[src/rtl/hb_pkg.sv]
package hb_pkg;
  typedef enum logic [1:0] {
    LEG_OFF = 2'd0,
    LEG_HI  = 2'd1,
    LEG_LO  = 2'd2
  } leg_t;
endpackage

[src/rtl/hb_leg.sv]
module hb_leg
  import hb_pkg::*;
#(
  parameter int DEAD_CYC = 1
) (
  input  logic clk,
  input  logic rst_n,
  input  leg_t req,
  output logic hi,
  output logic lo
);
  localparam int DW = (DEAD_CYC < 2) ? 1 : $clog2(DEAD_CYC + 1);

  leg_t          cur_q, cur_d;
  logic [DW-1:0] dt_q, dt_d;

  always_comb begin
    cur_d = cur_q;
    dt_d  = dt_q;
    if (req == LEG_OFF) begin
      cur_d = LEG_OFF;
      if (cur_q != LEG_OFF)       dt_d = DW'(DEAD_CYC);
      else if (dt_q != '0)        dt_d = dt_q - 1'b1;
    end else if (req != cur_q) begin
      if (cur_q != LEG_OFF) begin
        cur_d = LEG_OFF;
        dt_d  = DW'(DEAD_CYC);
      end else if (dt_q <= DW'(1)) begin
        cur_d = req;
        dt_d  = '0;
      end else begin
        dt_d = dt_q - 1'b1;
      end
    end
  end

  always_ff @(posedge clk or negedge rst_n) begin
    if (!rst_n) begin
      cur_q <= LEG_OFF;
      dt_q  <= '0;
    end else begin
      cur_q <= cur_d;
      dt_q  <= dt_d;
    end
  end

  assign hi = (cur_q == LEG_HI);
  assign lo = (cur_q == LEG_LO);

  // a switch only turns on after a cycle in which its partner was off
  p_dead_gap_lo_r9: assert property (@(posedge clk) disable iff (!rst_n)
    (lo && !$past(lo)) |-> !$past(hi));
  p_dead_gap_hi_r9: assert property (@(posedge clk) disable iff (!rst_n)
    (hi && !$past(hi)) |-> !$past(lo));
endmodule

[src/rtl/hb_fault.sv]
module hb_fault #(
  parameter int OCP_US      = 3,
  parameter int ILIM_MS     = 275,
  parameter int PULSE_TICKS = 16,
  parameter int NSW         = 4
) (
  input  logic           clk,
  input  logic           rst_n,
  input  logic           tick_us,
  input  logic           tick_ms,
  input  logic           sleep_req,
  input  logic           ilim_act,
  input  logic [NSW-1:0] ocp_hit,
  input  logic           ovt,
  input  logic           uv,
  output logic           sleep_q,
  output logic           ocp_latch,
  output logic           fault_n
);
  localparam int OW = $clog2(OCP_US + 1);
  localparam int IW = $clog2(ILIM_MS + 1);
  localparam int PW = $clog2(PULSE_TICKS + 1);

  logic          sleep_d;
  logic [OW-1:0] ocp_cnt_q, ocp_cnt_d;
  logic          latch_q, latch_d;
  logic [IW-1:0] ilim_cnt_q, ilim_cnt_d;
  logic          ilim_flt_q, ilim_flt_d;
  logic [PW-1:0] pulse_q, pulse_d;
  logic          ocp_any;

  assign ocp_any = |ocp_hit;

  always_comb begin
    sleep_d    = sleep_req;
    ocp_cnt_d  = ocp_cnt_q;
    latch_d    = latch_q;
    ilim_cnt_d = ilim_cnt_q;
    ilim_flt_d = ilim_flt_q;
    pulse_d    = pulse_q;
    if (uv) begin
      // supply loss wipes every piece of state
      sleep_d    = 1'b1;
      ocp_cnt_d  = '0;
      latch_d    = 1'b0;
      ilim_cnt_d = '0;
      ilim_flt_d = 1'b0;
      pulse_d    = '0;
    end else begin
      // overcurrent deglitch, then latch
      if (latch_q || !ocp_any) begin
        ocp_cnt_d = '0;
      end else if (tick_us) begin
        if (ocp_cnt_q == OW'(OCP_US)) latch_d = 1'b1;
        else                          ocp_cnt_d = ocp_cnt_q + 1'b1;
      end
      // current-limit persistence fault
      if (sleep_req || !ilim_act) begin
        ilim_cnt_d = '0;
        ilim_flt_d = 1'b0;
      end else if (tick_ms && !ilim_flt_q) begin
        if (ilim_cnt_q == IW'(ILIM_MS - 1)) ilim_flt_d = 1'b1;
        else                                ilim_cnt_d = ilim_cnt_q + 1'b1;
      end
      // sleep-exit pulse
      if (sleep_q && !sleep_req)          pulse_d = PW'(PULSE_TICKS);
      else if (tick_us && pulse_q != '0)  pulse_d = pulse_q - 1'b1;
    end
  end

  always_ff @(posedge clk or negedge rst_n) begin
    if (!rst_n) begin
      sleep_q    <= 1'b1;
      ocp_cnt_q  <= '0;
      latch_q    <= 1'b0;
      ilim_cnt_q <= '0;
      ilim_flt_q <= 1'b0;
      pulse_q    <= '0;
    end else begin
      sleep_q    <= sleep_d;
      ocp_cnt_q  <= ocp_cnt_d;
      latch_q    <= latch_d;
      ilim_cnt_q <= ilim_cnt_d;
      ilim_flt_q <= ilim_flt_d;
      pulse_q    <= pulse_d;
    end
  end

  assign ocp_latch = latch_q;
  assign fault_n   = !(uv || ovt || latch_q || ilim_flt_q || (pulse_q != '0));

  p_exit_pulse_r3: assert property (@(posedge clk) disable iff (!rst_n)
    $fell(sleep_q) |-> !fault_n);
  p_ilim_sleep_r5: assert property (@(posedge clk) disable iff (!rst_n)
    sleep_req |=> !ilim_flt_q);
  p_ocp_hold_r6: assert property (@(posedge clk) disable iff (!rst_n)
    (latch_q && !uv) |=> latch_q);
  p_uv_reset_r8: assert property (@(posedge clk) disable iff (!rst_n)
    uv |=> (sleep_q && !latch_q && pulse_q == '0));
endmodule

[src/rtl/hbridge_ctrl.sv]
module hbridge_ctrl
  import hb_pkg::*;
#(
  parameter int OCP_US      = 3,
  parameter int ILIM_MS     = 275,
  parameter int PULSE_TICKS = 16,
  parameter int DEAD_CYC    = 1
) (
  input  logic       clk,
  input  logic       rst_n,
  input  logic       tick_us,
  input  logic       tick_ms,
  input  logic       dir_a,
  input  logic       dir_b,
  input  logic       pwm_on,
  input  logic       ilim_act,
  input  logic [3:0] ocp_hit,
  input  logic       ovt,
  input  logic       uv,
  output logic [1:0] hs_en,
  output logic [1:0] ls_en,
  output logic       sleep,
  output logic       bridge_en,
  output logic       fault_n
);
  localparam int NLEG = 2;
  localparam int NSW  = 2 * NLEG;

  leg_t req [NLEG];
  logic sleep_req, ocp_latch, en_d, en_q;

  assign sleep_req = !dir_a && !dir_b;
  assign en_d      = !sleep_req && !uv && !ocp_latch && !ovt;

  always_comb begin
    req[0] = LEG_OFF;
    req[1] = LEG_OFF;
    if (en_d) begin
      unique case ({dir_a, dir_b})
        2'b10: begin
          req[0] = LEG_HI;
          req[1] = pwm_on ? LEG_LO : LEG_HI;
        end
        2'b01: begin
          req[0] = pwm_on ? LEG_LO : LEG_HI;
          req[1] = LEG_HI;
        end
        2'b11: begin
          req[0] = LEG_HI;
          req[1] = LEG_HI;
        end
        default: ;
      endcase
    end
  end

  always_ff @(posedge clk or negedge rst_n) begin
    if (!rst_n) en_q <= 1'b0;
    else        en_q <= en_d;
  end

  for (genvar g = 0; g < NLEG; g++) begin : g_leg
    hb_leg #(.DEAD_CYC(DEAD_CYC)) u_leg (
      .clk  (clk),
      .rst_n(rst_n),
      .req  (req[g]),
      .hi   (hs_en[g]),
      .lo   (ls_en[g])
    );
  end

  hb_fault #(
    .OCP_US     (OCP_US),
    .ILIM_MS    (ILIM_MS),
    .PULSE_TICKS(PULSE_TICKS),
    .NSW        (NSW)
  ) u_fault (
    .clk      (clk),
    .rst_n    (rst_n),
    .tick_us  (tick_us),
    .tick_ms  (tick_ms),
    .sleep_req(sleep_req),
    .ilim_act (ilim_act),
    .ocp_hit  (ocp_hit),
    .ovt      (ovt),
    .uv       (uv),
    .sleep_q  (sleep),
    .ocp_latch(ocp_latch),
    .fault_n  (fault_n)
  );

  assign bridge_en = en_q;

  p_gates_off_r6: assert property (@(posedge clk) disable iff (!rst_n)
    !bridge_en |-> (hs_en == 2'b00 && ls_en == 2'b00));
  p_sleep_idle_r1: assert property (@(posedge clk) disable iff (!rst_n)
    sleep |-> !bridge_en);
  p_ovt_off_r7: assert property (@(posedge clk) disable iff (!rst_n)
    ovt |=> !bridge_en);
endmodule

[config.mk]
export PLATFORM = sky130hd
export DESIGN_NAME = hbridge_ctrl
export DESIGN_NICKNAME = d
export VERILOG_FILES = /design/src/rtl/hb_pkg.sv /design/src/rtl/hb_leg.sv /design/src/rtl/hb_fault.sv /design/src/rtl/hbridge_ctrl.sv
export SDC_FILE = /design/constraint.sdc
export NUM_CORES = 1
export LEC_CHECK = 0
export ABC_AREA = 1
export CAP_MARGIN = 20
export CELL_PAD_IN_SITES_DETAIL_PLACEMENT = 2
export CELL_PAD_IN_SITES_GLOBAL_PLACEMENT = 2
export CORE_ASPECT_RATIO = 1.1
export CORE_MARGIN = 3
export CORE_UTILIZATION = 34
export CTS_BUF_LIST = sky130_fd_sc_hd__clkbuf_4
export DETAILED_ROUTE_END_ITERATION = 10
export DONT_BUFFER_PORTS = 1
export PLACE_DENSITY_LB_ADDON = 0.2
export SYNTH_ARGS = -nofsm -noshare
export SYNTH_HDL_FRONTEND = slang
export SYNTH_SLANG_ARGS = --single-unit
[constraint.sdc]
create_clock -name clk -period 1.3 [get_ports clk]
set_input_delay 0.195 -clock clk [delete_from_list [all_inputs] [get_ports clk]]
set_output_delay 0.195 -clock clk [all_outputs]
set_load 0.02 [all_outputs]
-- Yosys cells after proc, flatten, opt, wreduce, memory -nomap -nowiden
Index checks and enable logic that the tools add are counted.
- bits in registers: 26
- output and inout port bits: 7
- word-level logic and storage cells: 120
- add/subtract/negate cells: 5
- order comparisons: 2
- equality and inequality tests: 14
- multiplexer cells: 43
- reduce and logical (&&, ||, !) cells: 45
- operators with widths (operator ; count):
    9-bit 2-to-1 mux ; 4
    2-bit 2-to-1 mux ; 13
    1-bit 2-to-1 mux ; 21
    3-bit nonzero test ; 6
    5-bit 2-to-1 mux ; 3
    4-bit case mux with 3 select lines ; 1
    2-bit nonzero test ; 6
    2-bit == test (second input constant) ; 5
    1-bit zero test ; 10
    2-bit AND reduction ; 5
    9-bit by 1-bit adder with 9-bit output (second input constant) ; 1
    9-bit == test (second input constant) ; 1
    1-bit logical AND ; 7
    2-bit by 1-bit == test with 1-bit output (second input constant) ; 3
    1-bit logical OR ; 6
    3-bit by 2-bit != test with 1-bit output (second input constant) ; 2
    5-bit nonzero test ; 1
    5-bit by 1-bit subtractor with 5-bit output (second input constant) ; 1
    2-bit zero test ; 2
    4-bit 2-to-1 mux ; 1
    2-bit != test ; 2
    4-bit OR reduction ; 1
    3-bit AND reduction ; 1
    2-bit by 1-bit adder with 2-bit output (second input constant) ; 1
    3 further kinds ; 5

-- Longest topological paths before layout
- depth after elaboration: 11
- mapped depth: 9
- mapped depth without buffers: 9

-- By module
A second synthesis with hierarchy kept.
- cell total of the unflattened synthesis: 214
- area, all modules: 1571.5 µm²
- modules (own cells, without submodules) (module ; instances ; cells an instance ; area each (µm²) ; sequential area each (µm²)):
    hb_fault ; 1 ; 168 ; 1253.7 ; 476.7
    hb_leg ; 2 ; 14 ; 100.1 ; 50.0
    hbridge_ctrl ; 1 ; 18 ; 117.6 ; 25.0

-- Worst setup path after synthesis
OpenSTA, ideal clock, no wires.
- path kind: register -> output
- start point: register u_fault.pulse_q[0]
- end point: output fault_n
- arrival: 1.242 ns
- required time: 1.105 ns
- slack: -0.137 ns
- cell stages (with the launch flop): 5
- path buffers: 0
- cell sequence: dfrtp_1 -> inv_1 -> ha_1 -> nand4_1 -> nor3_1
- longest elaborated chain between the ends: 3
- ends and longest elaborated chain (what ; line ; text):
    start: declaration ; hb_fault.sv:29 ; logic [PW-1:0] pulse_q, pulse_d;
    start signal: assignment ; hb_fault.sv:85 ; pulse_q <= pulse_d;
    5-bit nonzero test ; hb_fault.sv:90 ; assign fault_n = !(uv || ovt || latch_q || ilim_flt_q || (pulse_q != '0));
    1-bit logical OR ; hb_fault.sv:90 ;
    1-bit zero test ; hb_fault.sv:90 ;
    end: declaration ; hbridge_ctrl.sv:24 ; output logic fault_n
No other way between the ends.

-- Worst setup path in the final report
Ends and elaborated chain as after synthesis.

==> metrics.csv <==
metric;value;unit
r2r endpoint;u_fault.pulse_q[3];
Fin. Hold Viols;0;
startpoint types;register;
slowest CP cell;dfrtp_1;
Setup Skew;0.00481;ns
commonest non-fill, non-tap cells in the layout;nand2_1 (27), inv_1 (25), dfrtp_1 (19), buf_4 (19), nor2_1 (14);
Crit Path Category;register to primary output;
cell count after synthesis;199;
Critical Path Sink Type;primary output;
first-pass GRT wire length;8910;um
FFs w/ async S/R, synth;100;%
Final ANT Viol Nets;0;
RSZ-0062 raised after global routing;yes;
library cells used by synthesis;27;
Clock power frac;22.3;%
GPL Wtd Cong;0.804;
Net Switching;0.606;mW
setup ws final;-0.364;ns
syn_area_per_cell;7.61;um2
Required @ worst endpoint;1.11;ns
Post-synth EDFFs;0;
maximum vdd drop;0.480;mV
power per cell area;828;nW/um2
Post-Syn Area;1510;um2
post-layout minimum cycle time;1.66;ns
H-tree depth;1;
Leakage;0.957;nW
Final period util;128;%
failing checks;negative setup slack;
Starting DRT DRC Count;34;
crit path launch;u_fault.pulse_q[0];
IO Count;21;
Hold Crit Class;primary input to register;
die width;69.6;um
Row Count;24;
vias in the first global route;1709;
die area;5290;um2
TritonCTS clock tree;yes;
gr usage total;21.0;%
flop2flop setup slack;-0.19;ns
WL/cell;21.1;um
pre-CTS setup slack;-0.129;ns
Worst Setup EP;fault_n;
FMAX;0.601;GHz
maxcap violations;0;
reg2reg start;u_fault.pulse_q[0];
CTS Buf Count;3;
total gr overflow;0;
max incr delay on CP;0.42;ns
Area growth syn-to-layout;38.8;%
dpl cells;259;
largest net degree at the start of global routing;25;
Sw Ratio;34.8;%
Comb pwr share;30.5;%
outcome;finished, violations left;
PnR Total Power;1.74;mW
Net count, final;243;
CTS clock-pin slew for the worst setup and hold paths;0.14;ns
PortBufs;0;
core area;4110;um2
initial antenna violation count;0;
Die H;76.0;um
routed wire length;5830;um
CP arrival;1.47;ns
Worst R2R Path Depth;10;
Antenna Cells;0;
Via density;5.33;
syn_nets;217;
CTS Buffer Depth;2;
worst-skew pair later-pin latency;0.32;ns
DRT Pass-1 Iters;5;
leading cell type in the layout, fill and taps excluded;nand2_1;
Clock Tree Root;clkbuf_4;
DRC viols;0;
Pint;1.13;mW
Rel. slew slack;70.7;%
Final setup viols;15;
flops & latches, synth;24;
routed vias;1472;
critical path peak fanout;2;
TNS Setup;-1.70;ns
Num Clock Sinks;24;
Reg power frac;47.2;%
Final Slew Violations;0;
post-DP HPWL;3370;um
share of cells above drive strength 1;45.1;%
Least-Margin Pin Slew;0.436;ns
Final Non-Filler Cells;276;
synth warn;0;
Starting Density;36.8;%
Seq/Total Area, Yosys;39.8;%
critical path cell sequence;inv_2, ha_4, nand4_1, nor3_2, buf_4;
most common flop cell mapped by yosys;dfrtp_1;
## flip-flops by register name, indices dropped and copies added (netlist names)
signal and flops:
u_fault.ocp_latch 1, u_fault.ilim_flt_q 1, u_fault.pulse_q 5, g_leg.u_leg.cur_q 4
u_fault.ilim_cnt_q 9, bridge_en 1, u_fault.sleep_q 1, u_fault.ocp_cnt_q 2
## worst min path at each step
stage                 start  slack [ns]                 end  depth (start not counted)
floorplan             rst_n       -0.10           bridge_en                          0
global placement      rst_n       -0.10  u_fault.pulse_q[2]                          0
detailed placement    rst_n        -0.1  u_fault.pulse_q[2]                          0
CTS                 tick_us        0.01   u_fault.ocp_latch                          2
global route        tick_us      -0.004   u_fault.ocp_latch                          2
finish              tick_us        0.02   u_fault.ocp_latch                          2
## per-stage QoR
step,cell area [um2],hold slack (ns),util [%]
after detailed placement,1640,-0.100,40.0
after CTS,1900,0.0120,46.2
after global routing,2100,-0.00449,51.1
after floorplan,1520,-0.101,-
after global placement,1640,-0.100,40.0
final,2100,0.0235,51.1
## area by class of cell
| cell class | instances | area (um2) |
|---|---|---|
| well taps | 52 | 65.1 |
| flip-flops and latches | 24 | 607 |
| inverters | 35 | 136 |
| fillers | 458 | 2010 |
| repair buffers | 25 | 215 |
| clock buffers | 4 | 30.0 |
| multi-input cells | 136 | 1050 |
## Yosys cell counts, types with 2 or more instances
cell | instances | area [um2]
nor2_4 | 2 | 22.5
buf_4 | 4 | 30.0
o21ai_0 | 5 | 25.0
xor2_1 | 4 | 35.0
nor2_2 | 3 | 18.8
nand3_1 | 23 | 115
nand2_4 | 5 | 56.3
inv_2 | 3 | 11.3
nand4_1 | 7 | 43.8
a21oi_1 | 7 | 35.0
o21ai_1 | 3 | 15.0
nor2_1 | 23 | 86.3
dfrtp_1 | 23 | 576
nor3_1 | 3 | 15.0
nand2_1 | 39 | 146
ha_1 | 4 | 50.1
inv_1 | 31 | 116
## cells by family after synthesis
group	count (synthesis)	share of synthesized area, %
buf+inv	39	10.8
fa+ha+maj	4	3.31
xor+xnor	5	2.89
flops	24	39.8
simple gates	109	36.4
compound gates	18	6.86
## power by group through the flow
stage	Clock, mW	Combinational (mW)	Sequential (mW)
after floorplan	0	0.209	0.826
after global placement	0	0.276	0.825
after detailed placement	0	0.300	0.828
after CTS	0.394	0.400	0.816
after global routing	0.440	0.571	0.826
final	0.388	0.531	0.821
## metal layers
layer  share of wire, %  GRT usage [%]  vias up
met5                  0              0        -
met4                1.9           5.94        0
met3                2.8           2.77       12
met2                 55           40.5       25
met1                 41           23.6      751
li1                   -              -      684
## worst max-delay path, delay by kind of cell, from the launching register on
family / cells / cell delay [ns]
adders and majority gates: 1 / 0.14
buffers and inverters: 2 / 0.26
and+or+nand+nor: 2 / 0.32
DFF: 1 / 0.42
## repair_timing
| action | in CTS | in global routing |
|---|---|---|
| gates resized for setup | 42 | 38 |
| pin swaps | 9 | 14 |
| setup buffers | 4 | 6 |
| setup endpoints to repair | 20 | 21 |
| hold endpoints to repair | 26 | 0 |
| hold buffers | 4 | 0 |
Power figures use the tool's default switching activity.
